[config.mk]
export PLATFORM = sky130hd
export DESIGN_NAME = adc_peak_meter
export DESIGN_NICKNAME = d
export VERILOG_FILES = /design/src/rtl/adc_peak_meter_pkg.sv /design/src/rtl/pk_magnitude.sv /design/src/rtl/pk_db_map.sv /design/src/rtl/pk_ctrl.sv /design/src/rtl/adc_peak_meter.sv
export SDC_FILE = /design/constraint.sdc
export NUM_CORES = 1
export LEC_CHECK = 0
export ABC_AREA = 1
export BUFFER_PORTS_ARGS = -buffer_cell sky130_fd_sc_hd__buf_2
export CAP_MARGIN = 20
export CORE_ASPECT_RATIO = 0.9
export CORE_MARGIN = 4
export CORE_UTILIZATION = 45
export CTS_CLUSTER_SIZE = 28
export DETAILED_ROUTE_END_ITERATION = 10
export SETUP_SLACK_MARGIN = 0.5
export SYNTH_ARGS = -nofsm -noshare
export SYNTH_HDL_FRONTEND = slang
export SYNTH_SLANG_ARGS = --single-unit
[constraint.sdc]
create_clock -name clk -period 8.01 [get_ports clk]
set_input_delay 0 -clock clk [delete_from_list [all_inputs] [get_ports clk]]
set_output_delay 0 -clock clk [all_outputs]
set_load 0.01 [all_outputs]
[src/rtl/adc_peak_meter_pkg.sv]
package adc_peak_meter_pkg;
    localparam int CODE_W     = 6;
    localparam int NUM_STEPS  = 63;
    localparam logic [CODE_W-1:0] CODE_FLOOR = 6'd63;

    typedef enum logic [1:0] {
        ST_OFF   = 2'd0,
        ST_EMPTY = 2'd1,
        ST_LIVE  = 2'd2
    } pk_state_e;
endpackage

[src/rtl/pk_magnitude.sv]
module pk_magnitude #(
    parameter int DATA_W = 24
) (
    input  logic [DATA_W-1:0] smp_i,
    output logic [DATA_W-1:0] mag_o
);
    localparam logic [DATA_W-1:0] MOST_NEG = {1'b1, {(DATA_W-1){1'b0}}};
    localparam logic [DATA_W-1:0] MOST_POS = {1'b0, {(DATA_W-1){1'b1}}};

    always_comb begin
        if (smp_i == MOST_NEG) begin
            mag_o = MOST_POS;
        end else if (smp_i[DATA_W-1]) begin
            mag_o = (~smp_i) + 1'b1;
        end else begin
            mag_o = smp_i;
        end
    end
endmodule

[src/rtl/pk_db_map.sv]
module pk_db_map
    import adc_peak_meter_pkg::*;
#(
    parameter int DATA_W = 24
) (
    input  logic [DATA_W-1:0] mag_i,
    output logic [CODE_W-1:0] code_o
);
    localparam real FULL_SCALE = 2.0 ** (DATA_W - 1);

    logic [NUM_STEPS-1:0] below;

    for (genvar i = 0; i < NUM_STEPS; i++) begin : g_step
        localparam real THR_R = FULL_SCALE * (10.0 ** (-(real'(i) + 1.0) / 20.0));
        localparam logic [DATA_W-1:0] THR = DATA_W'($rtoi($ceil(THR_R)));
        assign below[i] = (mag_i < THR);
    end

    // thresholds fall with the index, so the fails form a thermometer
    always_comb begin
        code_o = '0;
        for (int k = 0; k < NUM_STEPS; k++) begin
            code_o = code_o + CODE_W'(below[k]);
        end
    end
endmodule

[src/rtl/pk_ctrl.sv]
module pk_ctrl
    import adc_peak_meter_pkg::*;
(
    input  logic              clk,
    input  logic              rst_n,
    input  logic              en_i,
    input  logic              vld_i,
    input  logic              rd_i,
    input  logic [CODE_W-1:0] smp_code_i,
    output pk_state_e         state_o,
    output logic [CODE_W-1:0] peak_o
);
    pk_state_e         state_q, state_d;
    logic [CODE_W-1:0] peak_q, peak_d, base;
    logic              take;

    assign take = en_i && vld_i;

    always_comb begin
        state_d = state_q;
        unique case (state_q)
            ST_OFF: begin
                if (en_i) state_d = take ? ST_LIVE : ST_EMPTY;
            end
            ST_EMPTY: begin
                if (!en_i)      state_d = ST_OFF;
                else if (take)  state_d = ST_LIVE;
            end
            ST_LIVE: begin
                if (!en_i)      state_d = ST_OFF;
                else if (take)  state_d = ST_LIVE;
                else if (rd_i)  state_d = ST_EMPTY;
            end
            default: state_d = ST_OFF;
        endcase
    end

    always_ff @(posedge clk) begin
        if (!rst_n) state_q <= ST_OFF;
        else        state_q <= state_d;
    end

    always_comb begin
        base = peak_q;
        if (rd_i || (state_q == ST_OFF && en_i)) base = CODE_FLOOR;
        peak_d = base;
        if (take && smp_code_i < base) peak_d = smp_code_i;
    end

    always_ff @(posedge clk) begin
        if (!rst_n) peak_q <= '0;
        else        peak_q <= peak_d;
    end

    assign state_o = state_q;
    assign peak_o  = peak_q;
endmodule

[src/rtl/adc_peak_meter.sv]
module adc_peak_meter
    import adc_peak_meter_pkg::*;
#(
    parameter int DATA_W = 24
) (
    input  logic              clk,
    input  logic              rst_n,
    input  logic [DATA_W-1:0] smp_i,
    input  logic              smp_vld_i,
    input  logic              meter_en_i,
    input  logic              peak_rd_i,
    output logic [5:0]        peak_code_o
);
    logic [DATA_W-1:0] mag;
    logic [CODE_W-1:0] smp_code;
    pk_state_e         state;

    pk_magnitude #(.DATA_W(DATA_W)) u_mag (
        .smp_i (smp_i),
        .mag_o (mag)
    );

    pk_db_map #(.DATA_W(DATA_W)) u_map (
        .mag_i  (mag),
        .code_o (smp_code)
    );

    pk_ctrl u_ctrl (
        .clk        (clk),
        .rst_n      (rst_n),
        .en_i       (meter_en_i),
        .vld_i      (smp_vld_i),
        .rd_i       (peak_rd_i),
        .smp_code_i (smp_code),
        .state_o    (state),
        .peak_o     (peak_code_o)
    );
endmodule

# Word-level counts from Yosys, hierarchy flattened
# Cells that the tools add are included.
[word_totals]
regBits = 8
in_bits = 29
output_inout_bits = 6
wordCells = 154
[op_classes]
n_addsub = 63
magnitude_cmp = 64
n_eq_ne = 6
n_mux = 12
bitwise = 1
n_reduce_logical = 6
[op_table]
columns = ["cell", "n"]
rows = [
  ["adder 6 x 1 -> 6 bit", 61],
  ["< comparator 24 x 14 -> 1 bit (second input constant)", 6],
  ["< comparator 24 x 15 -> 1 bit (second input constant)", 6],
  ["< comparator 24 x 16 -> 1 bit (second input constant)", 6],
  ["< comparator 24 x 17 -> 1 bit (second input constant)", 6],
  ["< comparator 24 x 18 -> 1 bit (second input constant)", 6],
  ["< comparator 24 x 19 -> 1 bit (second input constant)", 6],
  ["< comparator 24 x 20 -> 1 bit (second input constant)", 6],
  ["< comparator 24 x 21 -> 1 bit (second input constant)", 6],
  ["< comparator 24 x 22 -> 1 bit (second input constant)", 6],
  ["< comparator 24 x 23 -> 1 bit (second input constant)", 6],
  ["< comparator 24 x 13 -> 1 bit (second input constant)", 3],
  ["2-to-1 mux 24 bit", 2],
  ["adder 24 x 1 -> 24 bit (second input constant)", 1],
  ["equality test 24 bit (second input constant)", 1],
  ["inverter 24 bit", 1],
  ["2-to-1 mux 2 bit", 7],
  ["2-to-1 mux 6 bit", 2],
  ["< comparator 6 bit", 1],
  ["one-hot mux 2 bit (3 select lines)", 1],
  ["!= test 4 x 3 -> 1 bit (second input constant)", 1],
  ["logical AND 1 bit", 3],
  ["!= test 3 x 2 -> 1 bit (second input constant)", 1],
  ["AND reduction 3 bit", 1],
  ["6 further kinds", 6],
]

# Logic depth before layout (Yosys ltp)
[logic_depth]
depth_word = 70
depth_mapped = 47
depth_no_buf = 46

# Hierarchy
# Synthesis repeated with hierarchy kept, for this count alone.
[unflattened]
cells_unflattened = 1091
area_unflattened_um2 = 5992.0
[by_module_without_submodules]
columns = ["module", "instances", "cells_per_inst", "area_per_inst_um2", "seq_area_each_um2"]
rows = [
  ["pk_db_map", 1, 840, 4569.4, 0.0],
  ["pk_magnitude", 1, 166, 849.6, 0.0],
  ["pk_ctrl", 1, 85, 573.0, 160.2],
]

# Worst setup path before layout
# OpenSTA, ideal clock, no wires.
[synth_path]
kind = "in2reg"
from = "input port smp_i[0]"
to = "register u_ctrl.peak_q[3] (netlist: u_ctrl.peak_o[3])"
setup_time_ns = 0.086
arrival_ns = 8.048
t_required_ns = 7.924
path_slack_ns = -0.124
path_stages = 38
n_path_buf = 2
path_cell_list = "inv_1 -> ha_1 -> nand2_2 -> nor2_4 -> nand4_4 -> buf_6 -> nand3_4 -> inv_2 -> nor2_4 -> nand2_1 -> nor2_1 -> nand2_1 -> nor2_1 -> nor2_1 -> ha_1 -> inv_1 -> fa_1 -> fa_1 -> [... 2 more ...] -> fa_1 -> fa_1 -> fa_1 -> inv_1 -> fa_1 -> ha_1 -> inv_1 -> fa_1 -> nor2_1 -> a211oi_1 -> xnor2_1 -> ha_1 -> nand2_1 -> o21a_1 -> nand4_1 -> clkbuf_1 -> nor2_1 -> a211oi_1"
[synth_between]
elab_chain_cells = 70
elab_cells_between_ends = 133
cone_classes = "63 x add/sub; 64 x order compare; 1 x eq/ne; 3 x mux; 1 x bitwise; 1 x reduce/logical"
[synth_lines]
columns = ["element", "line", "text"]
rows = [
  ["start: declaration", "adc_peak_meter.sv:8", "input logic [DATA_W-1:0] smp_i,"],
  ["inverter 24 bit", "pk_magnitude.sv:14", "mag_o = (~smp_i) + 1'b1;"],
  ["adder 24 x 1 -> 24 bit", "pk_magnitude.sv:14", ""],
  ["2-to-1 mux 24 bit", "pk_magnitude.sv:13", "end else if (smp_i[DATA_W-1]) begin"],
  ["2-to-1 mux 24 bit *", "pk_magnitude.sv:11", "if (smp_i == MOST_NEG) begin"],
  ["< comparator 24 x 23 -> 1 bit", "pk_db_map.sv:16", "assign below[i] = (mag_i < THR);"],
  ["adder 1 x 1 -> 2 bit", "pk_db_map.sv:23", "code_o = code_o + CODE_W'(below[k]);"],
  ["adder 6 x 1 -> 6 bit (60 in a row)", "pk_db_map.sv:23", ""],
  ["adder 6 x 1 -> 6 bit *", "pk_db_map.sv:23", ""],
  ["< comparator 6 bit", "pk_ctrl.sv:47", "if (take && smp_code_i < base) peak_d = smp_code_i;"],
  ["logical AND 1 bit", "pk_ctrl.sv:47", ""],
  ["2-to-1 mux 6 bit *", "pk_ctrl.sv:47", ""],
  ["end signal: assignment", "pk_ctrl.sv:52", "else peak_q <= peak_d;"],
  ["end: declaration", "pk_ctrl.sv:14", "logic [CODE_W-1:0] peak_q, peak_d, base;"],
]
# Every way passes the cells marked *; elsewhere a longest branch is shown, timed or not.
# A chain may end at the register's enable or synchronous reset.

# Final worst setup path
[layout_path]
from = "input port smp_i[6]"
to = "register u_ctrl.peak_q[0] (netlist: u_ctrl.peak_o[0])"
# The elaborated chain is that of the path after synthesis.

==> impl_metrics.csv <==
group,metric,value,unit
status,status,"finished with violations",
status,violations,"setup timing",
yosys,yosysSeqAreaShare,0.02659,
placement,place_area,8801,um2
job,maxCapViolations,0,
die,start_util,0.4675,
yosys,synthTopCellsByArea,"nand2_1 20%, fa_1 18%, nor2_1 10%, inv_1 8.7%, nand3_1 7.8%",
power,vdd_drop_max,1.830,mV
global_routing,grt_overflow,0,
final_layout,area_delta_synth_final,58.80,%
clock_network,ctsHoldBuffers,0,
clock_network,htree_levels,1,
clock_network,insertion_delay,230,ps
critical_path,cp.required,8120,ps
final_layout,drive_gt1_frac,0.4173,
sta,fin_skew,2.352,ps
yosys,synth_fp_nets,1175,
global_routing,grt_pass1_vias,8300,
power,pwr-share-clk,0.023,
power,pwr-share-seq,0.018,
clock_network,clk_root_buffer_cell,"clkbuf_16",
power,power_density,386.3,nW/um2
critical_path,max_stage_delay,610,ps
route,drc,0,
power,leakagePower,4.890,nW
yosys,ys_top_cells_by_count,"320 x nand2_1, 163 x nor2_1, 140 x inv_1",
sta,max_slew_margin,0.5133,
placement,dp_cells,1565,
power,p_sw,1.898,mW
die,core-area,12880,um2
route,firstDrtPassIters,7,
sta,fin_crit_sh,1.038,
route,vias_per_cell,5.567,
clock_network,clk_pin_slew,40,ps
clock_network,cts-buffers-inserted,3,
yosys,syn_area,6022,um2
global_routing,grt_max_degree,32,
placement,hpwl,24.96,mm
final_layout,num-fill-cells,1093,
critical_path,worstSetupPathType,"input port to flip-flop",
yosys,synthCells,1073,
die,die_h,117.7,um
route,avgRoutedWirePerCell,18.83,um
die,die_x,129.9,um
clock_network,clock_sinks,8,
final_layout,stdcell_count,1590,
power,power.total,3.694,mW
sta,holdWs,86.82,ps
power,netSwitchingFraction,0.5139,
critical_path,worst_r2r_endpoint,"u_ctrl.peak_o[0]",
yosys,avgSynthCellArea,5.612,um2
yosys,ys_ff_latch,8,
final_layout,nets,1530,
sta,setup_ws,-304.0,ps
sta,worstMarginPinSlew,723.8,ps
yosys,synth-edff-count,0,
yosys,yosysTopAreaCell,"nand2_1",
global_routing,antenna_found_initial,0,
power,p_comb_frac,0.960,
sta,hold_violations,0,
yosys,synth_top_area_frac,0.1995,
min_path,hold_start,"rst_n",
critical_path,r2r_start,"u_ctrl.state_o[1]",
sta,setup_viol,6,
sta,period_needed,8314,ps
final_layout,final_area,9563,um2
critical_path,cp_max_fo,5,
yosys,synth.most_common_cell,"nand2_1",
sta,slew_violations,0,
min_path,worstHoldPathCells,3,
route,drt_iter0_drc,1286,
die,rows,39,
sta,rsz0062_at_grt,"true",
critical_path,startpoint_type,"input port",
critical_path,reg2reg_depth,11,
placement,io_buffers,34,
critical_path,cpMostUsedCell,"fa_2",
sta,fmaxAchievable,120.3,MHz
power,internal_power,1.795,mW
yosys,synthFlopType,"dfxtp_1",
global_routing,grt_usage,0.3800,
critical_path,cp.arrival,8430,ps
route,num_vias,8851,
yosys,async_flop_share,0,
yosys,yosys_warnings,0,
global_routing,grt_pass1_wl,45.22,mm
clock_network,clock_path_buffers,2,
critical_path,crit_slowest_cell,"fa_2",
critical_path,end_kind,"flip-flop",
critical_path,crit_start,"smp_i[6]",
min_path,hold_end,"u_ctrl.peak_o[4]",
yosys,synth_cell_types,39,
route,antenna_left,0,
clock_network,cts_tree,"built",
die,die-area,15300,um2
min_path,hp-class,"input port to flip-flop",
final_layout,diodes,0,
critical_path,rrSetupSlack,5720,ps
sta,setup_tns,-1731,ps
placement,gp_congestion,1.095,
die,ios,35,
route,drt-total-wl,29.94,mm
-- sequential cells by signal (all words and copies together), names as in the netlist --
signal and count:
u_ctrl.peak_o 6, u_ctrl.state_o 2
-- how the worst max path moves through the flow --
stage / end / slack [ps] / cells after the start
6_report: u_ctrl.peak_o[0] / -300 / 39
5_1_grt: u_ctrl.peak_o[3] / -600 / 38
4_1_cts: u_ctrl.peak_o[3] / -160 / 42
3_5_place_dp: u_ctrl.peak_o[5] / -650 / 43
3_3_place_gp: u_ctrl.peak_o[5] / -480 / 40
2_1_floorplan: u_ctrl.peak_o[4] / 500 / 39
-- layout make-up --
| cell class | count | area [um2] | share of cell area |
|---|---|---|---|
| multi-input cells | 888 | 5725 | 0.5987 |
| inverters | 164 | 643.1 | 0.06725 |
| clock buffers | 3 | 75.07 | 0.007850 |
| flip-flops and latches | 8 | 160.2 | 0.01675 |
| well taps | 164 | 205.2 | 0.02146 |
| repair buffers | 363 | 2754 | 0.2880 |
-- critical path, delay by kind of cell --
family | cells | cell delay (ps)
adders and majority gates | 12 | 5160
buffers and inverters | 8 | 870
AOI/OAI and AO/OA | 5 | 580
xor gates and xnor gates | 1 | 220
and+or+nand+nor | 13 | 1600
-- per-layer routing --
layer / vias to the layer above / part of all wire / global-route usage
li1: 4112 / - / -
met1: 3997 / 0.40 / 0.5416
met2: 606 / 0.42 / 0.5525
met3: 136 / 0.12 / 0.06397
met4: 0 / 0.065 / 0.1792
met5: - / 0 / 0
-- through the flow --
step	utilization	worst slack [ps]
after floorplan	-	500.5
after global placement	0.6832	-479.9
after detailed placement	0.6832	-645.4
after CTS	0.7118	-159.0
after global routing	0.7423	-603.9
final	0.7423	-304.0
-- cells in the final DEF (no fill, tap or decap), types with 5 or more instances in the layout --
master | netlist | layout
nand3_4 | 5 | 8
buf_6 | 5 | 7
nand2_4 | 2 | 8
a21oi_2 | 2 | 11
buf_12 | 0 | 6
nand3_2 | 8 | 12
inv_1 | 140 | 127
o21ai_0 | 48 | 35
nand3_1 | 94 | 87
dfxtp_1 | 8 | 8
nand3b_1 | 8 | 8
fa_1 | 53 | 36
nor3_1 | 6 | 5
nor2_1 | 163 | 127
nand2_2 | 20 | 44
a21oi_1 | 50 | 39
buf_4 | 4 | 317
nor2_4 | 8 | 26
nor2_2 | 23 | 41
o21ai_2 | 2 | 14
fa_2 | 0 | 17
buf_2 | 3 | 32
ha_1 | 20 | 17
o21a_1 | 5 | 5
nand4_1 | 12 | 12
nand2_1 | 320 | 289
inv_2 | 20 | 26
o21ai_1 | 19 | 20
-- cell families (layout without fill, tap and decap cells) --
family	Yosys count	after routing	share of synthesized area
adders and majority gates	73	73	0.2177
AOI/OAI and AO/OA	137	137	0.1226
DFF	8	8	0.02659
buffers and inverters	177	530	0.1197
and+or+nand+nor	673	673	0.5061
xor gates and xnor gates	5	5	0.007272
-- power groups by stage --
stage / Clock, mW / Sequential [mW] / Combinational, mW
5_1_grt: 0.0852 / 0.0680 / 3.84
2_1_floorplan: 0 / 0.0730 / 1.63
4_1_cts: 0.0837 / 0.0656 / 2.95
6_report: 0.0831 / 0.0662 / 3.54
3_5_place_dp: 0 / 0.0654 / 2.69
3_3_place_gp: 0 / 0.0654 / 2.65
-- timing repair --
item / CTS / global route
cloned: 1 / 0
pin swaps: 35 / 41
setup buffers: 7 / 14
setup endpoints to repair: 6 / 6
resized for setup: 70 / 94
(Power assumes the default switching activity.)
